$ cat config.mk
export PLATFORM = sky130hd
export DESIGN_NAME = pf_fill_ctrl
export DESIGN_NICKNAME = d
export VERILOG_FILES = /design/src/rtl/pf_pkg.sv /design/src/rtl/pf_hint_decode.sv /design/src/rtl/pf_filter.sv /design/src/rtl/pf_fill_chan.sv /design/src/rtl/pf_fill_ctrl.sv
export SDC_FILE = /design/constraint.sdc
export NUM_CORES = 1
export LEC_CHECK = 0
export ABC_AREA = 1
export BUFFER_PORTS_ARGS = -buffer_cell sky130_fd_sc_hd__buf_2
export CAP_MARGIN = 20
export CELL_PAD_IN_SITES_DETAIL_PLACEMENT = 1
export CELL_PAD_IN_SITES_GLOBAL_PLACEMENT = 1
export CORE_ASPECT_RATIO = 0.75
export CORE_MARGIN = 10
export CORE_UTILIZATION = 30
export DETAILED_ROUTE_END_ITERATION = 16
export MAX_ROUTING_LAYER = met4
export PLACE_DENSITY = 0.88
export SYNTH_ARGS = -nofsm -noshare
export SYNTH_HDL_FRONTEND = slang
export SYNTH_HIERARCHICAL = 1
export SYNTH_SLANG_ARGS = --single-unit
export TNS_END_PERCENT = 30
$ cat constraint.sdc
create_clock -name clk_i -period 1.42 [get_ports clk_i]
set_clock_uncertainty 0.05 [all_clocks]
set_input_delay 0.071 -clock clk_i [delete_from_list [all_inputs] [get_ports clk_i]]
set_output_delay 0.071 -clock clk_i [all_outputs]
set_load 0.01 [all_outputs]
$ cat src/rtl/pf_pkg.sv
package pf_pkg;
  typedef enum logic [1:0] {
    HINT_NTA = 2'b00,
    HINT_ALL = 2'b01,
    HINT_OUT = 2'b10,
    HINT_OUT2 = 2'b11
  } hint_e;

  typedef enum logic [1:0] {
    ST_FILLED  = 2'b00,
    ST_PRESENT = 2'b01,
    ST_DROP_UC = 2'b10,
    ST_DROP_IL = 2'b11
  } pf_status_e;

  typedef enum logic [1:0] {
    FSM_IDLE,
    FSM_LOOK,
    FSM_FILL,
    FSM_DONE
  } fsm_e;

  localparam logic [1:0] MTYPE_WB = 2'b00;
  localparam int unsigned NUM_LVL = 2;
endpackage

$ cat src/rtl/pf_hint_decode.sv
module pf_hint_decode
  import pf_pkg::*;
(
  input  logic [1:0] hint_i,
  output logic       tgt_l1_o,
  output logic       tgt_l2_o
);
  always_comb begin
    tgt_l1_o = 1'b0;
    tgt_l2_o = 1'b0;
    unique case (hint_e'(hint_i))
      HINT_NTA:           tgt_l1_o = 1'b1;
      HINT_ALL: begin     tgt_l1_o = 1'b1; tgt_l2_o = 1'b1; end
      HINT_OUT, HINT_OUT2: tgt_l2_o = 1'b1;
      default: ;
    endcase
  end
endmodule

$ cat src/rtl/pf_filter.sv
module pf_filter
  import pf_pkg::*;
(
  input  logic       legal_i,
  input  logic [1:0] mtype_i,
  input  logic       tgt_l1_i,
  input  logic       tgt_l2_i,
  input  logic       l1_hit_i,
  input  logic       l2_hit_i,
  output logic       need_l1_o,
  output logic       need_l2_o,
  output logic [1:0] status_o
);
  logic cacheable;
  assign cacheable = (mtype_i == MTYPE_WB);

  always_comb begin
    need_l1_o = 1'b0;
    need_l2_o = 1'b0;
    status_o  = ST_PRESENT;
    if (!legal_i) begin
      status_o = ST_DROP_IL;
    end else if (!cacheable) begin
      status_o = ST_DROP_UC;
    end else if (!l1_hit_i) begin
      // L1 hit satisfies every target: it is the closest level
      need_l1_o = tgt_l1_i;
      need_l2_o = tgt_l2_i && !l2_hit_i;
      if (need_l1_o || need_l2_o) status_o = ST_FILLED;
    end
  end


  always_comb begin
    if (!legal_i) begin
      drop_no_fill_chk: assert (!need_l1_o && !need_l2_o);
    end
  end
endmodule

$ cat src/rtl/pf_fill_chan.sv
module pf_fill_chan (
  input  logic clk_i,
  input  logic rst_ni,
  input  logic load_i,
  input  logic need_i,
  input  logic ready_i,
  output logic valid_o
);
  logic pend_q;

  always_ff @(posedge clk_i or negedge rst_ni) begin
    if (!rst_ni)               pend_q <= 1'b0;
    else if (load_i)           pend_q <= need_i;
    else if (pend_q && ready_i) pend_q <= 1'b0;
  end

  assign valid_o = pend_q;


  fill_hold_chk: assert property (@(posedge clk_i) disable iff (!rst_ni)
    (valid_o && !ready_i && !load_i) |=> valid_o);
endmodule

$ cat src/rtl/pf_fill_ctrl.sv
module pf_fill_ctrl
  import pf_pkg::*;
#(
  parameter int unsigned ADDR_W     = 32,
  parameter int unsigned LINE_BYTES = 32
) (
  input  logic              clk_i,
  input  logic              rst_ni,
  input  logic              req_valid_i,
  output logic              req_ready_o,
  input  logic [ADDR_W-1:0] req_addr_i,
  input  logic [1:0]        req_hint_i,
  input  logic [1:0]        req_mtype_i,
  input  logic              req_legal_i,
  output logic              lk_valid_o,
  output logic [ADDR_W-1:0] lk_line_o,
  input  logic              l1_hit_i,
  input  logic              l2_hit_i,
  output logic              l1_fill_valid_o,
  input  logic              l1_fill_ready_i,
  output logic              l2_fill_valid_o,
  input  logic              l2_fill_ready_i,
  output logic [ADDR_W-1:0] fill_line_o,
  output logic              done_o,
  output logic [1:0]        status_o
);
  localparam int unsigned OFF_W  = $clog2(LINE_BYTES);
  localparam int unsigned LINE_W = ADDR_W - OFF_W;

  fsm_e              state_q, state_d;
  logic [LINE_W-1:0] line_q;
  logic [1:0]        hint_q, mtype_q, status_q;
  logic              legal_q;
  logic              accept;

  logic              tgt_l1, tgt_l2;
  logic              need_l1, need_l2;
  logic [1:0]        flt_status;
  logic [NUM_LVL-1:0] need_v, ready_v, valid_v;
  logic              chan_load;

  assign req_ready_o = (state_q == FSM_IDLE);
  assign accept      = req_valid_i && req_ready_o;

  always_ff @(posedge clk_i or negedge rst_ni) begin
    if (!rst_ni) begin
      line_q  <= '0;
      hint_q  <= '0;
      mtype_q <= '0;
      legal_q <= 1'b0;
    end else if (accept) begin
      line_q  <= req_addr_i[ADDR_W-1:OFF_W];
      hint_q  <= req_hint_i;
      mtype_q <= req_mtype_i;
      legal_q <= req_legal_i;
    end
  end

  pf_hint_decode i_dec (
    .hint_i   (hint_q),
    .tgt_l1_o (tgt_l1),
    .tgt_l2_o (tgt_l2)
  );

  pf_filter i_flt (
    .legal_i   (legal_q),
    .mtype_i   (mtype_q),
    .tgt_l1_i  (tgt_l1),
    .tgt_l2_i  (tgt_l2),
    .l1_hit_i  (l1_hit_i),
    .l2_hit_i  (l2_hit_i),
    .need_l1_o (need_l1),
    .need_l2_o (need_l2),
    .status_o  (flt_status)
  );

  assign chan_load = (state_q == FSM_LOOK);
  assign need_v    = {need_l2, need_l1};
  assign ready_v   = {l2_fill_ready_i, l1_fill_ready_i};

  for (genvar g = 0; g < NUM_LVL; g++) begin : g_chan
    pf_fill_chan i_chan (
      .clk_i   (clk_i),
      .rst_ni  (rst_ni),
      .load_i  (chan_load),
      .need_i  (need_v[g]),
      .ready_i (ready_v[g]),
      .valid_o (valid_v[g])
    );
  end

  always_comb begin
    state_d = state_q;
    unique case (state_q)
      FSM_IDLE: if (accept) state_d = FSM_LOOK;
      FSM_LOOK: state_d = (need_l1 || need_l2) ? FSM_FILL : FSM_DONE;
      FSM_FILL: if ((valid_v & ~ready_v) == '0) state_d = FSM_DONE;
      FSM_DONE: state_d = FSM_IDLE;
      default:  state_d = FSM_IDLE;
    endcase
  end

  always_ff @(posedge clk_i or negedge rst_ni) begin
    if (!rst_ni) begin
      state_q  <= FSM_IDLE;
      status_q <= ST_FILLED;
    end else begin
      state_q <= state_d;
      if (state_q == FSM_LOOK) status_q <= flt_status;
    end
  end

  assign lk_valid_o      = (state_q == FSM_LOOK);
  assign lk_line_o       = {line_q, {OFF_W{1'b0}}};
  assign fill_line_o     = {line_q, {OFF_W{1'b0}}};
  assign l1_fill_valid_o = valid_v[0];
  assign l2_fill_valid_o = valid_v[1];
  assign done_o          = (state_q == FSM_DONE);
  assign status_o        = status_q;


  done_pulse_chk: assert property (@(posedge clk_i) disable iff (!rst_ni)
    done_o |=> !done_o);

  busy_ready_chk: assert property (@(posedge clk_i) disable iff (!rst_ni)
    (l1_fill_valid_o || l2_fill_valid_o) |-> !req_ready_o);

  nta_no_l2_chk: assert property (@(posedge clk_i) disable iff (!rst_ni)
    l2_fill_valid_o |-> (hint_q != HINT_NTA));

  outer_no_l1_chk: assert property (@(posedge clk_i) disable iff (!rst_ni)
    l1_fill_valid_o |-> (hint_q == HINT_NTA || hint_q == HINT_ALL));

  line_stable_chk: assert property (@(posedge clk_i) disable iff (!rst_ni)
    (state_q == FSM_FILL) |=> (state_q != FSM_FILL || $stable(fill_line_o)));

  uc_no_fill_chk: assert property (@(posedge clk_i) disable iff (!rst_ni)
    (done_o && status_o == ST_DROP_UC) |-> !(l1_fill_valid_o || l2_fill_valid_o));
endmodule

# Word level (Yosys, flattened, before mapping)
# Cells that the tools add are included.
[totals] register_bits=38 wordCells=54 out_inout_bits=71
[classes] reduce_logical=16 n_eq_ne=8 n_bitwise=2 mux=20
[op_table] cell="$mux W1" n=14
[op_table] cell="$mux W2" n=5
[op_table] cell="$eq A2 B2 Y1 const B" n=4
[op_table] cell="$logic_not A2 Y1" n=4
[op_table] cell="$pmux W2 S4" n=1
[op_table] cell="$eq A2 B1 Y1 const B" n=2
[op_table] cell="$logic_and A1 B1 Y1" n=4
[op_table] cell="$reduce_bool A2 Y1" n=2
[op_table] cell="$reduce_or A3 Y1" n=1
[op_table] cell="$and A2 B2 Y2" n=1
[op_table] cell="$logic_or A1 B1 Y1" n=2
[op_table] cell="$ne A2 B1 Y1 const B" n=1
[op_table] cell="$ne A2 B2 Y1 const B" n=1
[op_table] cell="$not A2 Y2" n=1
[op_table] cell="$reduce_and A2 Y1" n=1
[op_table] cell="$reduce_or A2 Y1" n=1
[op_table] cell="$logic_not A1 Y1" n=1

# Depth between registers and ports, before layout
# Gate-level depths: netlist (run 1).
[logic_depth] ltp_word=10 depth_mapped=9

# By module
# The synthesis (run 1) kept the hierarchy.
[by_module_without_submodules] mod="pf_fill_ctrl" cells_each=139 n_inst=1 area_per_inst_um2=1890.6
[by_module_without_submodules] mod="pf_fill_chan" cells_each=6 n_inst=2 area_per_inst_um2=45.0
[by_module_without_submodules] mod="pf_filter" cells_each=10 n_inst=1 area_per_inst_um2=43.8
[by_module_without_submodules] mod="pf_hint_decode" cells_each=3 n_inst=1 area_per_inst_um2=13.8

# Worst setup path after synthesis (run 1)
# No wires, ideal clock.
[synth_path] kind="reg2reg" from="reg state_q[0]" to="reg hint_q[0]" n_path_buf=1 setup_slack_ns=-0.090 setup_time_ns=0.125 t_required_ns=1.245 stages_incl_launch_ff=6 arrival_ns=1.335 path_cell_list="dfrtp_1 inv_1 ha_1 nand2_4 buf_12 mux2_4"
[synth_via] elab_chain_len=2
[synth_rtl] item="from (decl)" line_no="pf_fill_ctrl.sv:30" text="fsm_e state_q, state_d;"
[synth_rtl] item="from (signal assigned)" line_no="pf_fill_ctrl.sv:108" text="state_q <= state_d;"
[synth_rtl] item="$logic_not A2 Y1" line_no="pf_fill_ctrl.sv:42" text="assign req_ready_o = (state_q == FSM_IDLE);"
[synth_rtl] item="via req_ready_o" line_no="pf_fill_ctrl.sv:10" text="output logic req_ready_o,"
[synth_rtl] item="$logic_and A1 B1 Y1" line_no="pf_fill_ctrl.sv:43" text="assign accept = req_valid_i && req_ready_o;"
[synth_rtl] item="to (signal assigned)" line_no="pf_fill_ctrl.sv:53" text="hint_q <= req_hint_i;"
[synth_rtl] item="to (decl)" line_no="pf_fill_ctrl.sv:32" text="logic [1:0] hint_q, mtype_q, status_q;"
# The timed path passes the listed nets, and every way through them passes these cells.
# A chain may end at the register's enable or synchronous reset.

# Worst setup path in the final report (run 1)
[layout_path] from="reg state_q[1]" to="reg line_q[17]"
[layout_via] elab_chain_len=2
[layout_rtl] item="$logic_not A2 Y1" line_no="pf_fill_ctrl.sv:42"
[layout_rtl] item="$logic_and A1 B1 Y1" line_no="pf_fill_ctrl.sv:43"
[layout_rtl] item="to (signal assigned)" line_no="pf_fill_ctrl.sv:52" text="line_q <= req_addr_i[ADDR_W-1:OFF_W];"
[layout_rtl] item="to (decl)" line_no="pf_fill_ctrl.sv:31" text="logic [LINE_W-1:0] line_q;"
# No other way between the ends.

==> run metrics, run 1 <==
NetSw=approximately 0.0024 W; Avg Inst Size Synth=12.43 sq um; Int Pwr=between 0.004 and 0.005 W; critical path cell sequence=inv_2 > ha_4 > nand2_8 > clkbuf_16 > mux2_4; Place WS=about 11 ps; post-route minimum period=roughly 1400 ps; CP arrival=between 1500 and 2000 ps; routability cong.=approximately 0.75; drt first pass iters=3; Syn-to-layout area delta=46.04%; DR vias/cell=4.219; first-pass GRT wire length=9.722 mm; max cap viols=0; CTS tree=built; Setup WS post-layout=around 28 ps; CTS buffer count=5; Clk pwr share=14.3%; root buffer cell=clkbuf_8; Seq pwr share=a little under a third; Worst-path clk slew=around 70 ps; RSZ-0062 raised after global routing=yes; PortBufs=99; Slowest-stage cell, CP=dfrtp_1; Starting Density=between 30% and 40%; Hold Crit Class=in2reg; NumNets Final=approximately 330; Cell Area, Synth=roughly 2000 sq um; status=complete, no violations; Slew Viols, Final=0; Post-Synthesis Cells=around 160; CP bufs+invs=2; startpoint types=flip-flop; most common cell after layout, fill and taps aside=buf_2; mux cell area share after synthesis=between 20% and 30%; final design utilization=between 40% and 50%; H-Tree Level Count=2; initial antenna violation count=0; total track usage=approximately an eighth; largest family of logic cells by synthesized area=multiplexers; ant diodes=0; layout cells sized above 1=55.63%; largest net degree at the start of global routing=25; post-route ant nets=0; Crit. End Element=flip-flop; clock buffer depth=2; yosys warns=6; final setup fails=0; Simple-Gate Fraction of Synth Area=7.182%; number of global-route vias before repair=between 1500 and 2000; CP Max Fanout=7; Top Ports=~120; Synth Area in Compound Gates=less than 1%; post-route setup TNS=0 ps; switching share of power=a little under two fifths; die extent in x=between 100 and 150 microns; die height=roughly 91 microns; CP peak stage delay=between 300 and 400 ps; crit share post-route=98.01%; register area share after synthesis=approximately 47%; post-synthesis adder-cell area fraction=approximately 2.5%; Final HPWL DP=roughly 4.4 mm; leakage power=about 1.6 nW; gr ovfl total=0; clk sinks=38; CP required=between 1500 and 2000 ps; CP Class=reg2reg; initial DRC count=52; Die ar.=~11000 sq um; Core ar.=6444 sq um; combinational group share of total power=54.0%; fill count=approximately 730; final-report hold violation count=0; Cell Pwr Density=roughly 2200 nW/um^2; post-synthesis xor/xnor area fraction=0%; DRC=0; Min Hold Slack=between 20 and 30 ps; CP top delay family=flip-flops; final WL=around 6 mm; most frequent cells in the layout=buf_2 (98), dfrtp_1 (38), dlygate4sd3_1 (34); WL per Instance=around 17 microns; post-synth cell types=16; Clk Latency, worst-skew pair=about 290 ps; Max IR drop VDD=0.0008066 V; via count=about 1500; Max Freq=roughly 0.72 GHz; Seq cells post-synth=38; row count=25
layout make-up:
cell class	count	area (sq um)	area share (%)
well taps	81	101.3	3.405
flip-flops and latches	38	950.9	31.95
clock inverters	1	30.03	1.009
repair buffers	143	997.2	33.50
inverters	13	48.80	1.639
multi-input cells	82	772.0	25.94
clock buffers	7	76.32	2.564
cell families (layout without fill, tap and decap cells):
family          Yosys count  count (layout)
buf+inv                  53             164
mux                      34              34
other cells               1              10
fa+ha+maj                 4               4
compound gates            1               1
simple gates             33              33
flops                    38              38
worst min-delay path: stages:
cell and delay, ps:
buf_2 90, inv_1 30, nand3_1 70, nand2_1 70
cells in the mapped netlist (all sizes together):
cell type | number | area [sq um]
ha | 4 | 50.05
conb | 1 | 3.750
nand3 | 6 | 30.03
inv | 13 | 48.79
mux2 | 34 | 495.5
buf | 40 | 337.8
dfrtp | 38 | 950.9
nand2 | 21 | 91.33
nor2 | 6 | 25.03
a21oi | 1 | 5.000
timing repair:
action                                  CTS  global route
gates resized for setup                   2             7
hold endpoints to repair                 71             0
endpoints found under the setup margin    1            35
hold buffers                             34             0
gates cloned                              0             2
buffers inserted                          0             2
pin swaps                                 0             1
path summary, 6_finish.rpt:
path                                              start                                   end  slack, ps  depth (start not counted)
worst max-delay path             state_q[1]$_DFFE_PN0P_                line_q[17]$_DFFE_PN0P_         30                          5
worst min-delay path                    l1_fill_ready_i  g_chan[0].i_chan/valid_o$_DFFE_PN0P_         30                          4
worst max register to register   state_q[1]$_DFFE_PN0P_                line_q[17]$_DFFE_PN0P_         30                          5
worst min register to register  status_o[1]$_DFFE_PN0P_               status_o[1]$_DFFE_PN0P_        460                          1
max in group asynchronous                        rst_ni                 line_q[2]$_DFFE_PN0P_        640                          3
min in group asynchronous                        rst_ni                 line_q[4]$_DFFE_PN0P_        210                          2
flip-flops by register name (all words and copies together), names as in the netlist:
| name | count |
|---|---|
| g_chan.i_chan/valid_o | 2 |
| hint_q | 2 |
| legal_q | 1 |
| line_q | 27 |
| mtype_q | 2 |
| state_q | 2 |
| status_o | 2 |
power groups by stage:
| stage | combinational, W | clock, W | sequential [W] |
|---|---|---|---|
| 3_5_place_dp | 0.00319 | 0 | 0.00202 |
| 5_1_grt | 0.00377 | 0.00101 | 0.00212 |
| 3_3_place_gp | 0.00311 | 0 | 0.00198 |
| 2_1_floorplan | 0.00225 | 0 | 0.00220 |
| 4_1_cts | 0.00330 | 0.000961 | 0.00201 |
| 6_report | 0.00346 | 0.000917 | 0.00202 |
per-stage QoR:
| stage | cells | power (W) | instance area [sq um] |
|---|---|---|---|
| floorplan | 173 | 0.004457 | 2085 |
| global placement | 319 | 0.005088 | 2426 |
| detailed placement | 319 | 0.005212 | 2426 |
| CTS | 361 | 0.006272 | 2885 |
| global route | 365 | 0.006897 | 2977 |
| finish | 365 | 0.006401 | 2977 |
layer usage:
| layer | wire length, microns | track usage [%] | up-vias | part of all wire, % |
|---|---|---|---|---|
| li1 | - | - | 716 | - |
| met5 | 0 | - | - | 0 |
| met4 | 48 | 2.469 | 0 | 0.78 |
| met3 | 563 | 4.536 | 8 | 9.1 |
| met2 | 3167 | 20.51 | 72 | 51 |
| met1 | 2396 | 12.07 | 744 | 39 |
(Power assumes the default switching activity.)
==> run 2: changes to the inputs <==
--- a/config.mk
+++ b/config.mk
@@ -13,6 +13,7 @@
 export CORE_ASPECT_RATIO = 0.75
 export CORE_MARGIN = 10
 export CORE_UTILIZATION = 30
+export CTS_BUF_LIST = sky130_fd_sc_hd__clkbuf_4 sky130_fd_sc_hd__clkbuf_8 sky130_fd_sc_hd__clkbuf_16
 export DETAILED_ROUTE_END_ITERATION = 16
 export MAX_ROUTING_LAYER = met4
 export PLACE_DENSITY = 0.88
==> constraint.sdc (replaced) <==
create_clock -name clk_i -period 1.42 [get_ports clk_i]
set_clock_uncertainty 0.05 [all_clocks]
set_input_delay 0.284 -clock clk_i [delete_from_list [all_inputs] [get_ports clk_i]]
set_output_delay 0.284 -clock clk_i [all_outputs]
set_load 0.01 [all_outputs]
==> run 2 against run 1 <==
  * The run now ends with negative setup slack left
  * Final cell count shrank 8.5%
  * Non-clock buffer count is 31 lower
  * Combinational power is essentially flat
  * Worst setup slack worse by 91 ps
  * Core utilization fell by 3.8 points
  * Sequential power barely moved
  * Global-route usage down 1.6 points
  * Register-to-register slack lost 50 ps
  * Critical endpoint is now done_o
==> run metrics, run 2 (synthesized netlist as in run 1, its figures left out) <==
Cell Pwr Density=roughly 2400 nW/um^2; DR vias/cell=between 4 and 5; Placed Cells=about 320; Seq pwr share=~30%; CP peak stage delay=470 ps; Setup WS post-layout=-63.09 ps; first-pass GRT wire length=roughly 8.4 mm; Starting Density=31.63%; clock buffer depth=2; NetSw=about 0.0024 W; Hold Crit Class=in2reg; row count=25; drt first pass iters=4; post-route setup TNS=-435.5 ps; met1 wire length=2.216 mm; RSZ-0062 raised after global routing=yes; register bank with the most flops=line_q; failing checks=negative setup slack; cell mode on critical path=buf_6; Final HPWL DP=4.243 mm; clk sinks=38; CP bufs+invs=2; Top Ports=115; Slowest-stage cell, CP=dfrtp_2; layout cells sized above 1=approximately 66%; total track usage=between 10 and 15%; ant diodes=0; CP Max Fanout=4; CTS buffer count=5; startpoint types=flip-flop; PortBufs=99; CP required=1090 ps; NumNets Final=300; initial antenna violation count=0; Non-Filler Instances=334; crit share post-route=104.4%; status=finished with violations; post-route minimum period=approximately 1500 ps; final WL=5.529 mm; Clk pwr share=between 10% and 20%; leakage power=1.521 nW; Core ar.=between 6000 and 7000 sq um; CP arrival=approximately 1200 ps; max reg flops=27; Total Power=roughly 0.0067 W; WL per Instance=16.55 microns; Die ar.=10530 sq um; gr ovfl total=0; DRC=0; H-Tree Level Count=2; Int Pwr=0.004299 W; CP Class=reg2out; Crit. End Element=primary output; Worst-path clk slew=~80 ps; Syn-to-layout area delta=34.01%; WL met2=2.637 mm; via count=~1400; die extent in x=~120 microns; Max IR drop VDD=~0.0009 V; fill count=about 730; die height=around 90 microns; top sig layer=met4; final-report hold violation count=0; Clk Latency, worst-skew pair=around 280 ps; critical path cell sequence=buf_6 > ha_4 > buf_6; CP top delay family=flip-flops; max cap viols=0; initial DRC count=22; met3 routed WL=around 640 microns; final setup fails=24; most frequent cells in the layout=buf_2 (96), dfrtp_1 (37), mux2_4 (32); routability cong.=0.7127; number of global-route vias before repair=between 1500 and 2000; switching share of power=between 30% and 40%; root buffer cell=clkbuf_8; Slew Viols, Final=0; post-route ant nets=0; Min Hold Slack=roughly 180 ps; CTS tree=built; most common cell after layout, fill and taps aside=buf_2; largest net degree at the start of global routing=23; Max Freq=~0.67 GHz; combinational group share of total power=between 50% and 60%
[run 2: changes by cell type in the layout (fill, tap and decap cells not counted), sizes merged]
cell,previous run,this run
buf,107,109
bufinv,1,2
clkbuf,9,8
dlygate4sd3,34,1
[run 2: path summary, 6_finish.rpt]
kind / end / from / cells past startpoint / slack [ps]
worst max-delay path: done_o / state_q[0]$_DFFE_PN0P_ / 3 / -60
worst min-delay path: line_q[26]$_DFFE_PN0P_ / req_addr_i[31] / 2 / 180
worst max register to register: hint_q[1]$_DFFE_PN0P_ / state_q[0]$_DFFE_PN0P_ / 5 / -20
worst min register to register: hint_q[0]$_DFFE_PN0P_ / hint_q[0]$_DFFE_PN0P_ / 1 / 470
max in group asynchronous: state_q[0]$_DFFE_PN0P_ / rst_ni / 3 / 440
min in group asynchronous: line_q[3]$_DFFE_PN0P_ / rst_ni / 2 / 410
[run 2: worst reg2reg max path, stage by stage (launching register included)]
cell and delay (ps):
dfrtp_2 470, inv_4 80, ha_4 170, nand2_8 90, clkbuf_16 180, mux2_4 300
[run 2: through the flow]
| stage | worst slack, ps | utilization [%] | cell area, sq um |
|---|---|---|---|
| 6_report | -63.09 | 42.39 | 2731 |
| 5_1_grt | -114.0 | 42.39 | 2731 |
| 4_1_cts | -84.39 | 40.99 | 2641 |
| 3_5_place_dp | -59.82 | 37.65 | 2426 |
| 3_3_place_gp | -12.08 | 37.65 | 2426 |
| 2_1_floorplan | 6.849 | - | 2085 |
[run 2: per-layer routing]
metal / global-route usage [%] / up-vias
met5: - / -
met3: 4.931 / 2
met2: 16.81 / 75
met4: 2.366 / 0
met1: 10.48 / 665
li1: - / 651
[run 2: area by class of cell]
cell class | count | area (sq um) | share of cell area [%]
repair buffers | 112 | 690.7 | 25.29
clock inverters | 2 | 60.06 | 2.199
multi-input cells | 82 | 793.3 | 29.04
flip-flops and latches | 38 | 952.2 | 34.86
well taps | 81 | 101.3 | 3.710
inverters | 13 | 51.30 | 1.878
clock buffers | 6 | 82.58 | 3.023
[run 2: what timing repair did]
item | in CTS | in global routing
setup endpoints to repair | 35 | 35
pin swaps | 2 | 3
hold buffers | 1 | 0
endpoints found under the hold margin | 16 | 0
setup buffers | 1 | 3
cloned | 0 | 2
gates resized for setup | 14 | 4
[run 2: power groups by stage]
stage,Sequential (W),Clock (W),Combinational (W)
after global placement,0.00198,0,0.00311
after floorplan,0.00220,0,0.00225
after CTS,0.00205,0.00119,0.00335
after global routing,0.00214,0.00124,0.00377
final,0.00204,0.00114,0.00347
after detailed placement,0.00203,0,0.00318
